File: src/rtl/srx_pkg.sv
package srx_pkg;

    typedef enum logic [1:0] {
        LEN_7 = 2'd0,
        LEN_8 = 2'd1,
        LEN_9 = 2'd2,
        LEN_X = 2'd3
    } srx_len_e;

    typedef enum logic [1:0] {
        PAR_NONE = 2'd0,
        PAR_ODD  = 2'd1,
        PAR_EVEN = 2'd2,
        PAR_NX   = 2'd3
    } srx_par_e;

    typedef enum logic [2:0] {
        ST_IDLE  = 3'd0,
        ST_START = 3'd1,
        ST_DATA  = 3'd2,
        ST_PAR   = 3'd3,
        ST_STOP  = 3'd4
    } srx_state_e;

    localparam int CHAR_MAX = 9;
    localparam int BIDX_W   = $clog2(CHAR_MAX + 1);
    localparam int OVR_BIT  = 6;

    typedef struct packed {
        srx_len_e len;
        srx_par_e par;
        logic     stop2;
        logic     data_inv;
    } srx_cfg_t;

    typedef struct packed {
        logic [CHAR_MAX-1:0] data;
        logic                par_bad;
        logic                frm_bad;
    } srx_char_t;

    function automatic logic [BIDX_W-1:0] char_bits(input srx_len_e l);
        case (l)
            LEN_7:   return BIDX_W'(7);
            LEN_9:   return BIDX_W'(9);
            default: return BIDX_W'(8);
        endcase
    endfunction

    function automatic logic [CHAR_MAX-1:0] char_mask(input srx_len_e l);
        case (l)
            LEN_7:   return CHAR_MAX'(9'h07F);
            LEN_9:   return CHAR_MAX'(9'h1FF);
            default: return CHAR_MAX'(9'h0FF);
        endcase
    endfunction

    function automatic logic par_on(input srx_par_e p);
        return (p == PAR_ODD) || (p == PAR_EVEN);
    endfunction

endpackage

File: src/rtl/srx_line_cond.sv
module srx_line_cond #(
    parameter int STAGES = 2
) (
    input  logic clk,
    input  logic rst,
    input  logic pin,
    input  logic invert,
    output logic line
);
    logic [STAGES-1:0] chain_q;

    generate
        for (genvar g = 0; g < STAGES; g++) begin : g_stage
            if (g == 0) begin : g_first
                always_ff @(posedge clk) begin
                    if (rst) chain_q[0] <= 1'b1;
                    else     chain_q[0] <= pin ^ invert;
                end
            end else begin : g_next
                always_ff @(posedge clk) begin
                    if (rst) chain_q[g] <= 1'b1;
                    else     chain_q[g] <= chain_q[g-1];
                end
            end
        end
    endgenerate

    assign line = chain_q[STAGES-1];
endmodule

File: src/rtl/srx_bit_fsm.sv
module srx_bit_fsm
    import srx_pkg::*;
#(
    parameter int OSR = 16
) (
    input  logic      clk,
    input  logic      rst,
    input  logic      en,
    input  logic      tick,
    input  logic      line,
    input  srx_cfg_t  cfg,
    output logic      done,
    output logic      bit7,
    output srx_char_t chr
);
    localparam int TW = $clog2(OSR);
    localparam logic [TW-1:0] MID  = TW'(OSR / 2 - 1);
    localparam logic [TW-1:0] LAST = TW'(OSR - 1);

    srx_state_e          state_q;
    logic [TW-1:0]       tcnt_q;
    logic [BIDX_W-1:0]   bidx_q;
    logic [CHAR_MAX-1:0] sh_q;
    logic                pacc_q;
    logic                frm_q;
    logic                stp_q;
    logic                done_q;
    logic                bit7_q;
    srx_char_t           chr_q;

    logic                frm_n;
    logic [CHAR_MAX-1:0] mask;
    assign frm_n = frm_q | ~line;
    assign mask  = char_mask(cfg.len);

    always_ff @(posedge clk) begin
        if (rst) begin
            state_q <= ST_IDLE;
            tcnt_q  <= '0;
            bidx_q  <= '0;
            sh_q    <= '0;
            pacc_q  <= 1'b0;
            frm_q   <= 1'b0;
            stp_q   <= 1'b0;
            done_q  <= 1'b0;
            bit7_q  <= 1'b0;
            chr_q   <= '0;
        end else begin
            done_q <= 1'b0;
            bit7_q <= 1'b0;
            if (!en) begin
                state_q <= ST_IDLE;
            end else begin
                case (state_q)
                    ST_IDLE: begin
                        if (!line) begin
                            state_q <= ST_START;
                            tcnt_q  <= '0;
                        end
                    end
                    ST_START: begin
                        if (tick) begin
                            if (tcnt_q == MID) begin
                                if (!line) begin
                                    state_q <= ST_DATA;
                                    tcnt_q  <= '0;
                                    bidx_q  <= '0;
                                    sh_q    <= '0;
                                    pacc_q  <= 1'b0;
                                    frm_q   <= 1'b0;
                                    stp_q   <= 1'b0;
                                end else begin
                                    state_q <= ST_IDLE;
                                end
                            end else begin
                                tcnt_q <= tcnt_q + 1'b1;
                            end
                        end
                    end
                    ST_DATA: begin
                        if (tick) begin
                            tcnt_q <= tcnt_q + 1'b1;
                            if (tcnt_q == LAST) begin
                                sh_q[bidx_q] <= line;
                                pacc_q       <= pacc_q ^ line;
                                bidx_q       <= bidx_q + 1'b1;
                                if (bidx_q == BIDX_W'(OVR_BIT)) bit7_q <= 1'b1;
                                if (bidx_q == char_bits(cfg.len) - 1'b1)
                                    state_q <= par_on(cfg.par) ? ST_PAR : ST_STOP;
                            end
                        end
                    end
                    ST_PAR: begin
                        if (tick) begin
                            tcnt_q <= tcnt_q + 1'b1;
                            if (tcnt_q == LAST) begin
                                pacc_q  <= pacc_q ^ line;
                                state_q <= ST_STOP;
                            end
                        end
                    end
                    ST_STOP: begin
                        if (tick) begin
                            tcnt_q <= tcnt_q + 1'b1;
                            if (tcnt_q == LAST) begin
                                frm_q <= frm_n;
                                if (cfg.stop2 && !stp_q) begin
                                    stp_q <= 1'b1;
                                end else begin
                                    state_q       <= ST_IDLE;
                                    done_q        <= 1'b1;
                                    chr_q.data    <= (sh_q ^ (cfg.data_inv ? mask : '0)) & mask;
                                    chr_q.frm_bad <= frm_n;
                                    chr_q.par_bad <= par_on(cfg.par) &&
                                                     ((cfg.par == PAR_ODD) ? ~pacc_q : pacc_q);
                                end
                            end
                        end
                    end
                    default: state_q <= ST_IDLE;
                endcase
            end
        end
    end

    assign done = done_q;
    assign bit7 = bit7_q;
    assign chr  = chr_q;

    // disabling the receiver forces it back to idle
    assert_off_idle_R1: assert property (@(posedge clk) disable iff (rst)
        !en |=> (state_q == ST_IDLE));

    // completion is a single-cycle event
    assert_done_pulse_R3: assert property (@(posedge clk) disable iff (rst)
        done_q |=> !done_q);

    // overrun point and completion never coincide
    assert_bit7_not_done_R5: assert property (@(posedge clk) disable iff (rst)
        !(bit7_q && done_q));
endmodule

File: src/rtl/srx_rx_buffer.sv
module srx_rx_buffer
    import srx_pkg::*;
(
    input  logic                clk,
    input  logic                rst,
    input  logic                en,
    input  logic                done,
    input  logic                bit7,
    input  srx_char_t           chr,
    input  logic                rd,
    output logic [CHAR_MAX-1:0] data,
    output logic                full,
    output logic                irq,
    output logic                ovr,
    output logic                frm,
    output logic                par,
    output logic                sum
);
    logic [CHAR_MAX-1:0] buf_q;
    logic full_q, irq_q, ovr_q, frm_q, par_q, ovr_char_q;

    always_ff @(posedge clk) begin
        if (rst) begin
            buf_q      <= '0;
            full_q     <= 1'b0;
            irq_q      <= 1'b0;
            ovr_q      <= 1'b0;
            frm_q      <= 1'b0;
            par_q      <= 1'b0;
            ovr_char_q <= 1'b0;
        end else begin
            irq_q <= 1'b0;
            if (rd) full_q <= 1'b0;
            if (bit7 && full_q && !rd) begin
                ovr_q      <= 1'b1;
                ovr_char_q <= 1'b1;
            end
            if (done) begin
                if (!ovr_char_q) begin
                    buf_q  <= chr.data;
                    full_q <= 1'b1;
                    irq_q  <= 1'b1;
                end
                ovr_char_q <= 1'b0;
                if (chr.frm_bad) frm_q <= 1'b1;
                if (chr.par_bad) par_q <= 1'b1;
            end
            if (!en) begin
                ovr_q      <= 1'b0;
                frm_q      <= 1'b0;
                par_q      <= 1'b0;
                ovr_char_q <= 1'b0;
            end
        end
    end

    assign data = buf_q;
    assign full = full_q;
    assign irq  = irq_q;
    assign ovr  = ovr_q;
    assign frm  = frm_q;
    assign par  = par_q;
    assign sum  = ovr_q | frm_q | par_q;

    // an interrupt only follows a completed character
    assert_irq_after_done_R3: assert property (@(posedge clk) disable iff (rst)
        irq_q |-> $past(done));

    // a load wins over a simultaneous read strobe
    assert_load_beats_read_R4: assert property (@(posedge clk) disable iff (rst)
        (done && !ovr_char_q && en) |=> full_q);

    // an overrun character raises no interrupt
    assert_ovr_no_irq_R5: assert property (@(posedge clk) disable iff (rst)
        (done && ovr_char_q && en) |=> !irq_q);

    // disabling reception clears every error flag
    assert_clear_flags_R8: assert property (@(posedge clk) disable iff (rst)
        !en |=> !(ovr_q || frm_q || par_q));
endmodule

File: src/rtl/serial_rx_unit.sv
module serial_rx_unit
    import srx_pkg::*;
#(
    parameter int OSR         = 16,
    parameter int SYNC_STAGES = 2
) (
    input  logic       clk,
    input  logic       rst,
    input  logic       os_tick,
    input  logic       rxd,
    input  logic       rx_en,
    input  logic [1:0] cfg_len,
    input  logic [1:0] cfg_par,
    input  logic       cfg_stop2,
    input  logic       cfg_data_inv,
    input  logic       cfg_line_inv,
    input  logic       rd_strobe,
    output logic [8:0] rx_data,
    output logic       rx_full,
    output logic       rx_irq,
    output logic       err_overrun,
    output logic       err_frame,
    output logic       err_parity,
    output logic       err_sum
);
    srx_cfg_t  cfg;
    srx_char_t chr;
    logic      line, done, bit7;

    assign cfg.len      = srx_len_e'(cfg_len);
    assign cfg.par      = srx_par_e'(cfg_par);
    assign cfg.stop2    = cfg_stop2;
    assign cfg.data_inv = cfg_data_inv;

    srx_line_cond #(.STAGES(SYNC_STAGES)) u_line (
        .clk(clk), .rst(rst), .pin(rxd), .invert(cfg_line_inv), .line(line)
    );

    srx_bit_fsm #(.OSR(OSR)) u_fsm (
        .clk(clk), .rst(rst), .en(rx_en), .tick(os_tick), .line(line),
        .cfg(cfg), .done(done), .bit7(bit7), .chr(chr)
    );

    srx_rx_buffer u_buf (
        .clk(clk), .rst(rst), .en(rx_en), .done(done), .bit7(bit7), .chr(chr),
        .rd(rd_strobe), .data(rx_data), .full(rx_full), .irq(rx_irq),
        .ovr(err_overrun), .frm(err_frame), .par(err_parity), .sum(err_sum)
    );
endmodule

File: config.mk
export PLATFORM = sky130hd
export DESIGN_NAME = serial_rx_unit
export DESIGN_NICKNAME = d
export VERILOG_FILES = /design/src/rtl/srx_pkg.sv /design/src/rtl/srx_line_cond.sv /design/src/rtl/srx_bit_fsm.sv /design/src/rtl/srx_rx_buffer.sv /design/src/rtl/serial_rx_unit.sv
export SDC_FILE = /design/constraint.sdc
export NUM_CORES = 1
export LEC_CHECK = 0
export ABC_AREA = 1
export BUFFER_PORTS_ARGS = -buffer_cell sky130_fd_sc_hd__buf_4
export CORE_MARGIN = 2
export CORE_UTILIZATION = 50
export DETAILED_ROUTE_END_ITERATION = 8
export PLACE_DENSITY = 0.69
export SLEW_MARGIN = 20
export SYNTH_ARGS = -nofsm -noshare
export SYNTH_HDL_FRONTEND = slang
export SYNTH_SLANG_ARGS = --single-unit
File: constraint.sdc
create_clock -name clk -period 2 [get_ports clk]
set_clock_uncertainty 0.05 [all_clocks]
set_input_delay 0.1 -clock clk [delete_from_list [all_inputs] [get_ports clk]]
set_output_delay 0.1 -clock clk [all_outputs]
set_load 0.05 [all_outputs]
==> results.toml <==
[sta]
fin_crit_sh_pct = 91.32
fin_crit_ns = 1.826
drv_slew = 0
worst-slew-pin-transition_ns = 0.5606
finalHoldViolCount = 0
relSlewSlack_pct = 62.58
setup_ws_ns = 0.1736
holdWs_ns = 0.02159
fmax_mhz = 547.5
setup_viol = 0
finalSetupTns_ns = 0

[floorplanning]
die-area_mm2 = 0.006489
rows = 27
core_area_mm2 = 0.005574
ioPinCount = 28
start_util_pct = 52.57
die_h_um = 80.56
die_w_um = 80.56

[worst_setup_path]
cp.required_ns = 2.16
r2r-start = "u_fsm.tcnt_q[0]"
path_max_fanout = 18
cp_slowest_cell = "dfxtp_1"
critPathCaptureType = "register"
ff2ff_setup_slack_ns = 0.17
crit_start = "u_fsm.tcnt_q[0]"
cp-endpoint = "u_fsm.bidx_q[1]"
cp.arrival_ns = 1.98
crit_type = "reg2reg"
start_kind = "register"
cp_cell_sequence = "ha_1 > nand3_1 > nor2_2 > nand2_2 > nand2_8 > nand2_4 > o21ai_2 > nor2_1"
reg2reg_to = "u_fsm.bidx_q[1]"
cp_slowest_stage_delay_ns = 0.42
reg2regPathDepth = 8

[grt]
track_usage_pct = 19.71
grt_pass1_vias = 2182
grt_first_pass_wirelength_um = 10030
antenna_found_initial = 0
grt_max_degree = 23
grt-ovfl-total = 0

[detailed_routing]
drtIter0Drc = 78
viasPerCell = 5.032
vias = 2546
first_pass_iters = 4
routedWlPerCell_um = 11.82
drc = 0
routed_wl_um = 5979
ant_nets = 0

[clocking]
cts_max_path_buffers = 2
cts_max_level = 2
clock_latency_ns = 0.31
postCtsSetupRepairBufs = 0
cts_root_buffer = "clkbuf_8"
cts_tree = "built"
numCtsBuffers = 5
clkTransAtPathRegs_ns = 0.10
clkSinkCount = 53

[synth]
async_flop_share_pct = 0
synth_common_cells = "nand2_1 (77), dfxtp_1 (53), nor2_1 (50)"
synth_edf_count = 0
ys_seq_area_share_pct = 36.21
synth_nets = 425
yosys.area.top_type = "dfxtp_1"
synth.most_common_cell = "nand2_1"
synth_top_flop_cell = "dfxtp_1"
synth_area_mm2 = 0.002930
syn_inst = 406
ys_ff_latch = 53
yosys.area.top_type_share_pct = 36.21
ys_types = 38
ys_top_cells_by_area = "dfxtp_1 (36%), nand2_1 (9.9%), nor2_1 (6.4%), inv_1 (5.4%), nand3_1 (5.3%)"
synth_warnings = 0
syn_area_per_cell_um2 = 7.218

[cells_and_area]
finish.utilization_pct = 59.08
n_antenna_cell = 0
fin_nets = 452
design_area_mm2 = 0.003293
drive_above_1_share_pct = 20.28
area_growth_pct = 12.38
nFillCells = 562

[place]
dp_slack_ns = 0.1406
io_buffers = 27
dpl-instance-area_mm2 = 0.003174
routabilityCongestion = 0.8514
hpwlAfterDp_um = 4408

[pwr]
power_density_mw_per_mm2 = 677.9
max-vdd-ir-drop_mv = 0.3534
p_leak_nw = 1.356

[worst_hold_path]
holdCritPathClass = "in2reg"

[run_status]
status = "finished clean"

[flow_run]
maxCapViolations = 0
## state kept, by name, indices dropped and copies added, names as in the netlist
name / count
u_buf.data: 9
u_buf.frm: 1
u_buf.full: 1
u_buf.irq: 1
u_buf.ovr: 1
u_buf.ovr_char_q: 1
u_buf.par: 1
u_fsm.bidx_q: 4
u_fsm.bit7: 1
u_fsm.chr: 11
u_fsm.done: 1
u_fsm.frm_q: 1
u_fsm.pacc_q: 1
u_fsm.sh_q: 9
u_fsm.state_q: 3
u_fsm.stp_q: 1
u_fsm.tcnt_q: 4
u_line.chain_q: 1
u_line.line: 1
## cells in the final DEF (no fill, tap or decap), types with 2 or more instances in the layout
master | Yosys | layout
nand4_2 | 8 | 8
a211oi_1 | 2 | 2
nor2_1 | 50 | 50
o21ai_0 | 19 | 19
nand2_4 | 3 | 2
inv_2 | 7 | 7
nor2_4 | 2 | 2
o211ai_1 | 4 | 4
a21oi_1 | 30 | 30
o21ai_1 | 6 | 6
nand2_1 | 77 | 77
nor2_2 | 8 | 8
a211oi_2 | 2 | 2
inv_1 | 42 | 42
clkbuf_8 | 0 | 5
nand4_1 | 2 | 2
nand3_2 | 2 | 2
buf_4 | 1 | 30
nand3_1 | 31 | 31
xnor2_1 | 4 | 4
dfxtp_1 | 53 | 53
or2_2 | 3 | 3
dlygate4sd3_1 | 0 | 2
a21oi_2 | 8 | 8
nand2_2 | 3 | 3
nor3_1 | 7 | 7
xor2_1 | 8 | 8
ha_1 | 6 | 6
## worst min-delay path by stage
stage                   start           endpoint  cells past startpoint
detailed placement        rxd  u_line.chain_q[0]                      3
floorplan                 rxd  u_line.chain_q[0]                      2
global route        rd_strobe         u_buf.full                      4
CTS                 rd_strobe         u_buf.full                      4
global placement          rxd  u_line.chain_q[0]                      3
finish              rd_strobe         u_buf.full                      4
## worst max-delay path, delay by kind of cell (launching register included)
family,cells,cell delay [ns]
AND/OR/NAND/NOR,6,0.82
adder cells (fa/ha/maj),1,0.24
flip-flops,1,0.42
AO/OA/AOI/OAI,1,0.20
## cells by family (layout without fill, tap and decap cells)
family,count (synthesis),after routing,synth area share (%)
compound gates,75,75,15.50
xor+xnor,12,12,3.587
fa+ha+maj,6,6,2.562
buf+inv,62,90,9.394
flops,53,53,36.21
simple gates,198,198,32.75
## per-stage QoR
step | power [mW] | std cells
after floorplan | 1.517 | 406
after global placement | 1.618 | 496
after detailed placement | 1.622 | 496
after CTS | 2.246 | 506
after global routing | 2.366 | 506
final | 2.232 | 506
## layer usage
| layer | vias up | GRT usage, % | part of all wire [%] |
|---|---|---|---|
| met5 | - | 0 | 0 |
| met4 | 0 | 5.593 | 1.0 |
| met3 | 5 | 3.933 | 4.8 |
| met2 | 48 | 31.33 | 43 |
| met1 | 1121 | 27.02 | 51 |
| li1 | 1372 | - | - |
## where the power goes
group,switching [mW],internal (mW),leakage (nW)
combinational,0.322,0.171,0.884
clock,0.377,0.249,0.0445
sequential,0.0364,1.08,0.428
## final cells by class
type                       instances  area [um2]  share of cell area (%)
inverter                          49       183.9                   5.585
clock inverter                     3       21.27                  0.6459
sequential                        53        1061                   32.22
timing repair buffer              33       265.3                   8.055
tap                               72       90.09                   2.736
clock buffer                       5       68.82                   2.090
multi-input combinational        291        1603                   48.67
## repair_timing
| action | CTS | global route |
|---|---|---|
| hold buffers | 2 | 0 |
| resized for setup | 0 | 1 |
| hold endpoints to repair | 1 | 0 |
| setup endpoints to repair | 0 | 4 |
Note: power is estimated with default switching activity, not from simulation.
